### config.mk
export PLATFORM = sky130hd
export DESIGN_NAME = dnctr_stage
export DESIGN_NICKNAME = d
export VERILOG_FILES = /design/src/rtl/dnctr_pkg.sv /design/src/rtl/dnctr_sync.sv /design/src/rtl/dnctr_edge.sv /design/src/rtl/dnctr_core.sv /design/src/rtl/dnctr_stage.sv
export SDC_FILE = /design/constraint.sdc
export NUM_CORES = 1
export LEC_CHECK = 0
export BUFFER_PORTS_ARGS = -buffer_cell sky130_fd_sc_hd__buf_2
export CORE_AREA = 3 3 40 42
export CTS_CLUSTER_SIZE = 40
export DETAILED_ROUTE_END_ITERATION = 10
export DIE_AREA = 0 0 43 45
export PLACE_DENSITY = 0.54
export RECOVER_POWER = 50
export SYNTH_ARGS = -nofsm -noshare
export SYNTH_HDL_FRONTEND = slang
export SYNTH_HIERARCHICAL = 1
export SYNTH_SLANG_ARGS = --single-unit
### constraint.sdc
create_clock -name clk -period 2.8 [get_ports clk]
set_clock_uncertainty 0.2 [all_clocks]
set_input_delay 0 -clock clk [delete_from_list [all_inputs] [get_ports clk]]
set_output_delay 0 -clock clk [all_outputs]
set_load 0.05 [all_outputs]
### src/rtl/dnctr_pkg.sv
package dnctr_pkg;

    parameter int CNT_W = 4;

    typedef logic [CNT_W-1:0] cnt_t;

    // Operation applied to the count register on one system cycle
    typedef enum logic [1:0] {
        OP_KEEP,
        OP_STEP,
        OP_LOAD,
        OP_CLEAR
    } op_e;

    typedef struct packed {
        logic clear;
        logic load;
        logic step;
    } req_t;

    // Priority: clear, then load, then step
    function automatic op_e pick_op(req_t r);
        if (r.clear)
            return OP_CLEAR;
        else if (r.load)
            return OP_LOAD;
        else if (r.step)
            return OP_STEP;
        return OP_KEEP;
    endfunction

    function automatic cnt_t step_down(cnt_t v);
        return v - cnt_t'(1);
    endfunction

endpackage

### src/rtl/dnctr_sync.sv
module dnctr_sync #(
    parameter int LINES  = 2,
    parameter int STAGES = 2
) (
    input  logic             clk,
    input  logic             rst,
    input  logic [LINES-1:0] d,
    output logic [LINES-1:0] q
);

    logic [LINES-1:0] pipe [STAGES];

    for (genvar s = 0; s < STAGES; s++) begin : g_stage
        if (s == 0) begin : g_first
            always_ff @(posedge clk) begin
                if (rst)
                    pipe[0] <= '0;
                else
                    pipe[0] <= d;
            end
        end else begin : g_next
            always_ff @(posedge clk) begin
                if (rst)
                    pipe[s] <= '0;
                else
                    pipe[s] <= pipe[s-1];
            end
        end
    end

    assign q = pipe[STAGES-1];

endmodule

### src/rtl/dnctr_edge.sv
module dnctr_edge (
    input  logic clk,
    input  logic rst,
    input  logic tick_s,
    input  logic hold_s,
    output logic step
);

    logic tick_d;
    logic hold_d;
    logic tick_rise;
    logic hold_fall;

    always_ff @(posedge clk) begin
        if (rst) begin
            tick_d <= 1'b0;
            hold_d <= 1'b0;
        end else begin
            tick_d <= tick_s;
            hold_d <= hold_s;
        end
    end

    assign tick_rise = tick_s & ~tick_d;
    assign hold_fall = hold_d & ~hold_s;

    // Both sources merge into one step, so coincident edges give one decrement
    assign step = (tick_rise & ~hold_s) | hold_fall;

endmodule

### src/rtl/dnctr_core.sv
module dnctr_core
    import dnctr_pkg::*;
(
    input  logic clk,
    input  req_t req,
    input  cnt_t preset,
    output cnt_t count
);

    op_e  op;
    cnt_t nxt;

    assign op = pick_op(req);

    always_comb begin
        case (op)
            OP_CLEAR: nxt = '0;
            OP_LOAD:  nxt = preset;
            OP_STEP:  nxt = step_down(count);
            default:  nxt = count;
        endcase
    end

    always_ff @(posedge clk) begin
        count <= nxt;
    end

endmodule

### src/rtl/dnctr_stage.sv
module dnctr_stage
    import dnctr_pkg::*;
#(
    parameter int SYNC_STAGES = 2
) (
    input  logic             clk,
    input  logic             rst,
    input  logic             tick_i,
    input  logic             hold_i,
    input  logic             load_i,
    input  logic [CNT_W-1:0] preset_i,
    input  logic             chain_i,
    output logic [CNT_W-1:0] count_o,
    output logic             zero_o
);

    localparam int N_LINES = 2;

    logic [N_LINES-1:0] raw_lines;
    logic [N_LINES-1:0] sync_lines;
    logic               tick_sync;
    logic               hold_sync;
    logic               step;
    req_t               req;
    cnt_t               count;

    assign raw_lines = {hold_i, tick_i};

    dnctr_sync #(
        .LINES  (N_LINES),
        .STAGES (SYNC_STAGES)
    ) u_sync (
        .clk (clk),
        .rst (rst),
        .d   (raw_lines),
        .q   (sync_lines)
    );

    assign tick_sync = sync_lines[0];
    assign hold_sync = sync_lines[1];

    dnctr_edge u_edge (
        .clk    (clk),
        .rst    (rst),
        .tick_s (tick_sync),
        .hold_s (hold_sync),
        .step   (step)
    );

    assign req = '{clear: rst, load: load_i, step: step};

    dnctr_core u_core (
        .clk    (clk),
        .req    (req),
        .preset (preset_i),
        .count  (count)
    );

    assign count_o = count;
    assign zero_o  = chain_i & (count == '0);

endmodule

# After elaboration in Yosys (flattened, before gate mapping)
# Memories as Yosys holds them, arrays and structs flattened.
# Cells that the tools add are included.
dict set report totals {
  regBits 6
  mem_bits_rw 4
  in_bits 10
  output_inout_bits 5
  n_memories 1
}
dict set report classes {
  n_addsub 1
  eq_ne 3
  n_mux 13
  bitwise 9
  n_reduce_logical 2
}
# name words word_bits rd rd_clocked_by_memory_dff write_ports line_no
set memory_table {}
lappend memory_table {u_sync.pipe 2 2 2 0 2 dnctr_sync.sv:11} ;# logic [LINES-1:0] pipe [STAGES];
# cell count
set op_table {}
lappend op_table {{2-bit 2-to-1 mux} 6}
lappend op_table {{4-bit case mux with 3 select lines} 1}
lappend op_table {{1-bit 2-to-1 mux} 6}
lappend op_table {{1-bit bitwise AND} 4}
lappend op_table {{2-bit == test, second input constant} 2}
lappend op_table {{4-bit zero test} 1}
lappend op_table {{4-bit by 1-bit subtractor with 4-bit output, second input constant} 1}
lappend op_table {{1-bit OR} 3}
lappend op_table {{3-bit nonzero test} 1}
lappend op_table {{2-bit by 1-bit == test with 1-bit output, second input constant} 1}
lappend op_table {{1-bit inverter} 2}

# Depth between registers and ports, before layout
# Gate-level depths: netlist (run 1).
dict set report logic_depth {
  depth_word 10
  ltp_mapped 5
  ltp_nobuf 5
}

# Modules after synthesis
# Netlist (run 1), hierarchy kept.
# module n_inst cells_each area_per_inst_um2 seq_area_each_um2
set by_module_without_submodules {}
lappend by_module_without_submodules {dnctr_core 1 22 230.2 120.1}
lappend by_module_without_submodules {dnctr_sync 1 8 105.1 80.1}
lappend by_module_without_submodules {dnctr_edge 1 7 71.3 40.0}
lappend by_module_without_submodules {dnctr_stage 1 2 18.8 0.0}

# Worst setup path after synthesis (run 1)
# Ideal clock, no wire load.
dict set report synth_path {
  path_kind {register to output}
  startpoint {register u_core.count[0]}
  endpoint {output zero_o}
  arrival_ns 1.721
  required_ns 2.600
  slack_ns 0.879
  stages_incl_launch_ff 3
  path_cell_list {edfxtp_1 -> nand2b_1 -> nor4_2}
}
dict set report synth_between {
  elab_chain_len 2
}
# item line_no
set synth_rtl {}
lappend synth_rtl {{start: declaration} dnctr_core.sv:7} ;# output cnt_t count
lappend synth_rtl {{start signal: assignment} dnctr_core.sv:25} ;# count <= nxt;
lappend synth_rtl {{4-bit zero test} dnctr_stage.sv:60} ;# assign zero_o = chain_i & (count == '0);
lappend synth_rtl {{1-bit bitwise AND} dnctr_stage.sv:60}
lappend synth_rtl {{end: declaration} dnctr_stage.sv:14} ;# output logic zero_o
# No other way between the ends.

# Final worst setup path (run 1)
dict set report layout_path {
  startpoint {register u_core.count[0]}
  endpoint {register u_core.count[2] (data pin)}
}
dict set report layout_between {
  elab_chain_len 2
}
# item line_no
set layout_rtl {}
lappend layout_rtl {{4-bit by 1-bit subtractor with 4-bit output} dnctr_pkg.sv:33} ;# return v - cnt_t'(1);
lappend layout_rtl {{4-bit case mux with 3 select lines} dnctr_core.sv:16} ;# case (op)
lappend layout_rtl {{named net u_core.nxt[2]} dnctr_core.sv:11} ;# cnt_t nxt;
# The timed path passes the listed nets, and every way through them passes these cells.
# A chain may end at the register's enable or synchronous reset.

==> qor.csv, run 1 <==
metric;value;unit
outcome;completed;
Worst Setup Slack, final;648;ps
Yosys cell types;18;
Yosys reg bits;10;
Via density;4.42;
worst-margin pin slew;594;ps
Net Sw Power;102;µW
P per Cell Area;554;nW/µm²
post-synth top area share;0.282;
TNS Setup;0;ps
Worst Hold Depth;2;
WL final;941;µm
clock tree buffer depth;2;
Post-route DRC;0;
final setup violation count;0;
largest net degree at the start of global routing;12;
HPWL after DPL;522;µm
antenna violation net count after detailed routing;0;
max cap viols;0;
Max Freq;465;MHz
Worst VDD drop;0.000300;V
core area;1280;µm²
Fin. Hold Viols;0;
RSZ-0062 raised after global routing;false;
Synth area leaders;dfxtp_1 28%, edfxtp_1 28%, nor2b_1 8.8%;
pre-CTS setup slack;1300;ps
R2R cell count;6;
reg2reg end;u_core/count[2];
sequential cell fraction of total power;0.452;
Chip Height;45;µm
row count;13;
DR WL/cell;11.1;µm
Num CTS Buffers;3;
critical path capture point type;flip-flop;
GRT Util Overall;0.101;
violation count after the first detailed-route iteration;6;
Seq/Total Area, Yosys;0.565;
FF-to-FF setup slack;650;ps
CTS tree;done;
Cells after Synth;39;
Arrival @ worst endpoint;1960;ps
Slew headroom;0.606;
first-pass GRT wire length;1400;µm
CP max FO;5;
CTS root buf;clkbuf_4;
full die area;1940;µm²
average size of a mapped cell;10.9;µm²
worst path required time;2610;ps
Ant. Diodes;0;
Setup CP Type;flip-flop to flip-flop;
top cell type by total area after synthesis;dfxtp_1;
Period Utilization, post-route;0.769;
worst hold endpoint;u_core/count[3];
synthesized area;425;µm²
TritonCTS sink count;10;
gpl congestion;0.685;
antenna violations before repair;0;
First-pass DRT Iterations;4;
Yosys warning total;6;
Mapped Nets;50;
sw frac;0.273;
Pins Over Slew Limit;0;
htree depth;1;
P_int;272;µW
RR Startpoint;u_core/count[0];
clock group share of total power;0.348;
CTS resizes;0;
area grow syn2layout;58.5;%
combinational power share;0.200;
Die Span X;43;µm
share of cells above drive strength 1;0.229;
Worst-path clk slew;70;ps
initial core utilization;0.331;
Vias;376;
most frequent cells in the layout;13 x dlygate4sd3_1, 9 x buf_2, 6 x nor2b_1, 6 x dfxtp_1, 5 x clkbuf_1;
vias in the first global route;340;
CP Launch Point;u_core/count[0];
Worst-Skew Late Latency;270;ps
Congestion Overflow GR;0;
worst hold path type;input pin to flip-flop;
Worst Min Path Start;load_i;
crit path launch type;flip-flop;
Port Buf Inserts;14;
fin nets;82;
Pleak;0.000276;µW
most common cell after layout, fill and taps aside;dlygate4sd3_1;
Final min period;2150;ps
Top Ports;15;
==> worst max-delay path: stages (launching register included) <==
cell	delay, ps
edfxtp_1	420
inv_1	100
ha_1	210
xor2_1	170
a22oi_1	190
dlygate4sd3_1	580
nor2_1	40
==> area by class of cell <==
cell class,count,area [µm²]
Clock buffer,4,36.3
Fill cell,123,611
Inverter,4,15.0
Multi-Input combinational cell,25,170
Sequential cell,10,240
Tap cell,15,18.8
Timing Repair Buffer,27,194
==> routing by layer <==
layer / share of wire / wire length, µm / track usage
met1: 0.42 / 397 / 0.114
met4: 0 / 0 / 0.0723
met2: 0.51 / 476 / 0.168
met3: 0.070 / 66 / 0.0239
met5: 0 / 0 / 0
==> flip-flops by register name, summed over array words and instances, names as in the netlist <==
name and cells:
u_sync/pipe 4, u_edge/hold_d 1, u_core/count 4, u_edge/tick_d 1
==> logic make-up after synthesis <==
kind of cell	Yosys count	share of synthesized area
AOI/OAI and AO/OA	7	0.118
xor gates and xnor gates	1	0.0206
adders and majority gates	1	0.0294
buffers and inverters	4	0.0353
DFF	10	0.565
and+or+nand+nor	16	0.232
==> worst max-delay path by stage <==
| stage | to | slack [ps] |
|---|---|---|
| 2_1_floorplan | zero_o | 880 |
| 4_1_cts | u_core/count[2] | 750 |
| 6_report | u_core/count[2] | 650 |
| 5_1_grt | u_core/count[2] | 580 |
| 3_3_place_gp | u_core/count[2] | 1300 |
| 3_5_place_dp | u_core/count[2] | 1300 |
==> timing repair <==
| action | 4_1_cts | 5_1_grt |
|---|---|---|
| hold buffers | 13 | 0 |
| buffers inserted | 0 | 0 |
| hold endpoints to repair | 10 | 0 |
==> power groups by stage <==
stage               clock [µW]  combinational [µW]  sequential (µW)
global placement             0                60.0              171
detailed placement           0                59.6              172
CTS                        133                74.9              168
floorplan                    0                24.6              188
finish                     130                74.8              169
global route               144                79.9              170
==> metrics by stage <==
step | hold WS (ps) | instances | total power (µW) | area (µm²) | utilization
floorplan | -128 | 39 | 213 | 425 | -
global placement | 7.26 | 68 | 231 | 514 | 0.400
detailed placement | 14.6 | 68 | 231 | 514 | 0.400
CTS | 40.5 | 85 | 376 | 681 | 0.530
global route | 63.4 | 85 | 394 | 674 | 0.525
finish | 53.5 | 85 | 373 | 674 | 0.525
==> Yosys cell counts <==
master	instances
nand2b_1	2
nor4_2	1
nand2_1	1
nor2b_1	6
o31a_1	1
edfxtp_1	4
inv_1	4
dfxtp_1	6
nor4_1	1
xor2_1	1
a21oi_1	1
ha_1	1
nor2b_2	1
or3_1	1
a21oi_2	1
a22oi_1	3
nor2_1	3
o21ai_1	1
No activity file was read; power rests on OpenSTA's default activity.
==> run 2: changes to the inputs <==
==> constraint.sdc (replaced) <==
create_clock -name clk -period 2.1 [get_ports clk]
set_clock_uncertainty 0.2 [all_clocks]
set_input_delay 0 -clock clk [delete_from_list [all_inputs] [get_ports clk]]
set_output_delay 0 -clock clk [all_outputs]
set_load 0.05 [all_outputs]
==> run 2 against run 1 <==
- hold slack worse by 24 ps
- sequential power rose by 33%
- core utilization decreased by 0.49 points
- design area shrank 0.93%
- register-to-register slack worse by 550 ps
- via count grew 4.3%
- clock power barely moved
- total power rose by 23%
- sequential cell count unchanged
- combinational power rose by 38%
- final cell count up 1.2%
==> qor.csv, run 2 (synthesis gave the netlist of run 1 again) <==
metric;value;unit;change
CTS tree;done;;unchanged
Post-route DRC;0;;unchanged
violation count after the first detailed-route iteration;3;;was 6
Worst Min Path Start;load_i;;unchanged
gpl congestion;0.683;;was 0.685
most common cell after layout, fill and taps aside;dlygate4sd3_1;;unchanged
total power;460;µW;was 373 µW
max cap viols;0;;unchanged
htree depth;1;;unchanged
Worst Hold Depth;3;;was 2
Top Registers;u_core/count: 4 flops, u_sync/pipe: 4 flops;;unchanged
DP Area;514;µm²;unchanged
RSZ-0062 raised after global routing;false;;unchanged
Period Utilization, post-route;0.952;;was 0.769
HPWL after DPL;585;µm;was 522 µm
Fin. Hold Viols;0;;unchanged
WL final;929;µm;was 941 µm
worst path required time;1910;ps;was 2610 ps
first-pass GRT wire length;1420;µm;was 1400 µm
CP peak stage delay;560;ps;was 580 ps
Cell Chain, Critical Path;inv_1 > ha_1 > inv_1 > a22oi_1 > dlygate4sd3_1 > nor2_1;;was inv_1 > ha_1 > xor2_1 > a22oi_1 > dlygate4sd3_1 > nor2_1
CTS root buf;clkbuf_4;;unchanged
CP max FO;5;;unchanged
Pleak;0.000283;µW;was 0.000276 µW
vias in the first global route;356;;was 340
CP most frequent cell;inv_1;;
full die area;1940;µm²;unchanged
Arrival @ worst endpoint;1810;ps;was 1960 ps
Worst-Skew Late Latency;260;ps;was 270 ps
Port Buf Inserts;14;;unchanged
antenna violations before repair;0;;unchanged
Vias;392;;was 376
TNS Setup;0;ps;unchanged
antenna violation net count after detailed routing;0;;unchanged
TritonCTS sink count;10;;unchanged
area grow syn2layout;57.1;%;was 58.5%
P per Cell Area;688;nW/µm²;was 554 nW/µm²
largest net degree at the start of global routing;12;;unchanged
CTS resizes;0;;unchanged
worst-margin pin slew;596;ps;was 594 ps
most frequent cells in the layout;12 x dlygate4sd3_1, 11 x buf_2, 6 x nor2b_1, 6 x dfxtp_1;;was 13 x dlygate4sd3_1, 9 x buf_2, 6 x nor2b_1, 6 x dfxtp_1, 5 x clkbuf_1
Congestion Overflow GR;0;;unchanged
Top Ports;15;;unchanged
initial core utilization;0.331;;unchanged
fin nets;83;;was 82
Num CTS Buffers;3;;unchanged
DR WL/cell;10.8;µm;was 11.1 µm
critical path capture point type;flip-flop;;unchanged
core area;1280;µm²;unchanged
share of cells above drive strength 1;0.254;;was 0.229
clock tree buffer depth;2;;unchanged
worst hold path type;input pin to flip-flop;;unchanged
reg2reg end;u_core/count[1];;was u_core/count[2]
fin area;668;µm²;was 674 µm²
outcome;completed;;unchanged
area of the multi-input gates;166;µm²;was 170 µm²
Setup CP Type;flip-flop to flip-flop;;unchanged
First-pass DRT Iterations;4;;unchanged
FF-to-FF setup slack;100;ps;was 650 ps
Via density;4.56;;was 4.42
row count;13;;unchanged
Final min period;2000;ps;was 2150 ps
RR Startpoint;u_core/count[1];;was u_core/count[0]
Slew headroom;0.604;;was 0.606
R2R cell count;6;;unchanged
Chip Height;45;µm;unchanged
Worst-path clk slew;60;ps;was 70 ps
crit path launch type;flip-flop;;unchanged
final setup violation count;0;;unchanged
Ant. Diodes;0;;unchanged
Fill cells;109;;was 123
Max Freq;500;MHz;was 465 MHz
worst hold endpoint;u_core/count[2];;was u_core/count[3]
GRT Util Overall;0.107;;was 0.101
Pins Over Slew Limit;0;;unchanged
FF/Latch Area;240;µm²;unchanged
Slowest-stage cell, CP;dlygate4sd3_1;;unchanged
Die Span X;43;µm;unchanged
Worst VDD drop;0.000426;V;was 0.000300 V
## run 2: cell count changes in the layout (fill, tap and decap cells not counted), sizes merged
cell         before  now
buf               9   13
clkbuf            9    7
dlygate4sd3      13   12
## run 2: area by class of cell
class	count	share of cell area
multi-input combinational	25	0.249
clock buffer	4	0.0393
tap	15	0.0281
timing repair buffer	28	0.301
inverter	4	0.0225
sequential	10	0.360
## run 2: worst max path at each step
stage	from	to	slack [ps]	depth (start not counted)
finish	u_core/count[1]	u_core/count[1]	100	6
global route	u_core/count[1]	u_core/count[1]	6	6
CTS	u_core/count[0]	u_core/count[1]	100	6
detailed placement	u_core/count[0]	u_core/count[2]	560	5
global placement	u_core/count[0]	u_core/count[2]	600	5
floorplan	u_core/count[0]	zero_o	180	2
## run 2: layer usage
metal  global-route usage  part of all wire  vias to the layer above
li1                     -                 -                      198
met1                0.102              0.41                      180
met2                0.183              0.50                       14
met3               0.0518             0.087                        0
met4               0.0723                 0                        0
met5                    0                 0                        -
## run 2: stage by stage
| step | worst slack, ps | hold WS, ps | utilization | std cells |
|---|---|---|---|---|
| after floorplan | 179 | -128 | - | 39 |
| after global placement | 600 | 7.82 | 0.400 | 68 |
| after detailed placement | 559 | 11.6 | 0.400 | 68 |
| after CTS | 98.5 | 3.36 | 0.514 | 84 |
| after global routing | 5.70 | 15.9 | 0.520 | 86 |
| final | 101 | 29.4 | 0.520 | 86 |
## run 2: where the power goes
group / switching [µW] / internal [µW]
sequential: 9.28 / 215
combinational: 58.1 / 45.3
clock: 59.5 / 73.2
## run 2: what timing repair did
| action | CTS | global route |
|---|---|---|
| hold buffers | 12 | 0 |
| setup buffers | 0 | 2 |
| endpoints found under the setup margin | 0 | 1 |
| endpoints found under the hold margin | 10 | 0 |
## run 2: critical path: cells and delay by family, from the launching register on
family | cells | cell delay (ps)
flops | 1 | 420
buf+inv | 3 | 680
simple gates | 1 | 40
compound gates | 1 | 130
fa+ha+maj | 1 | 280
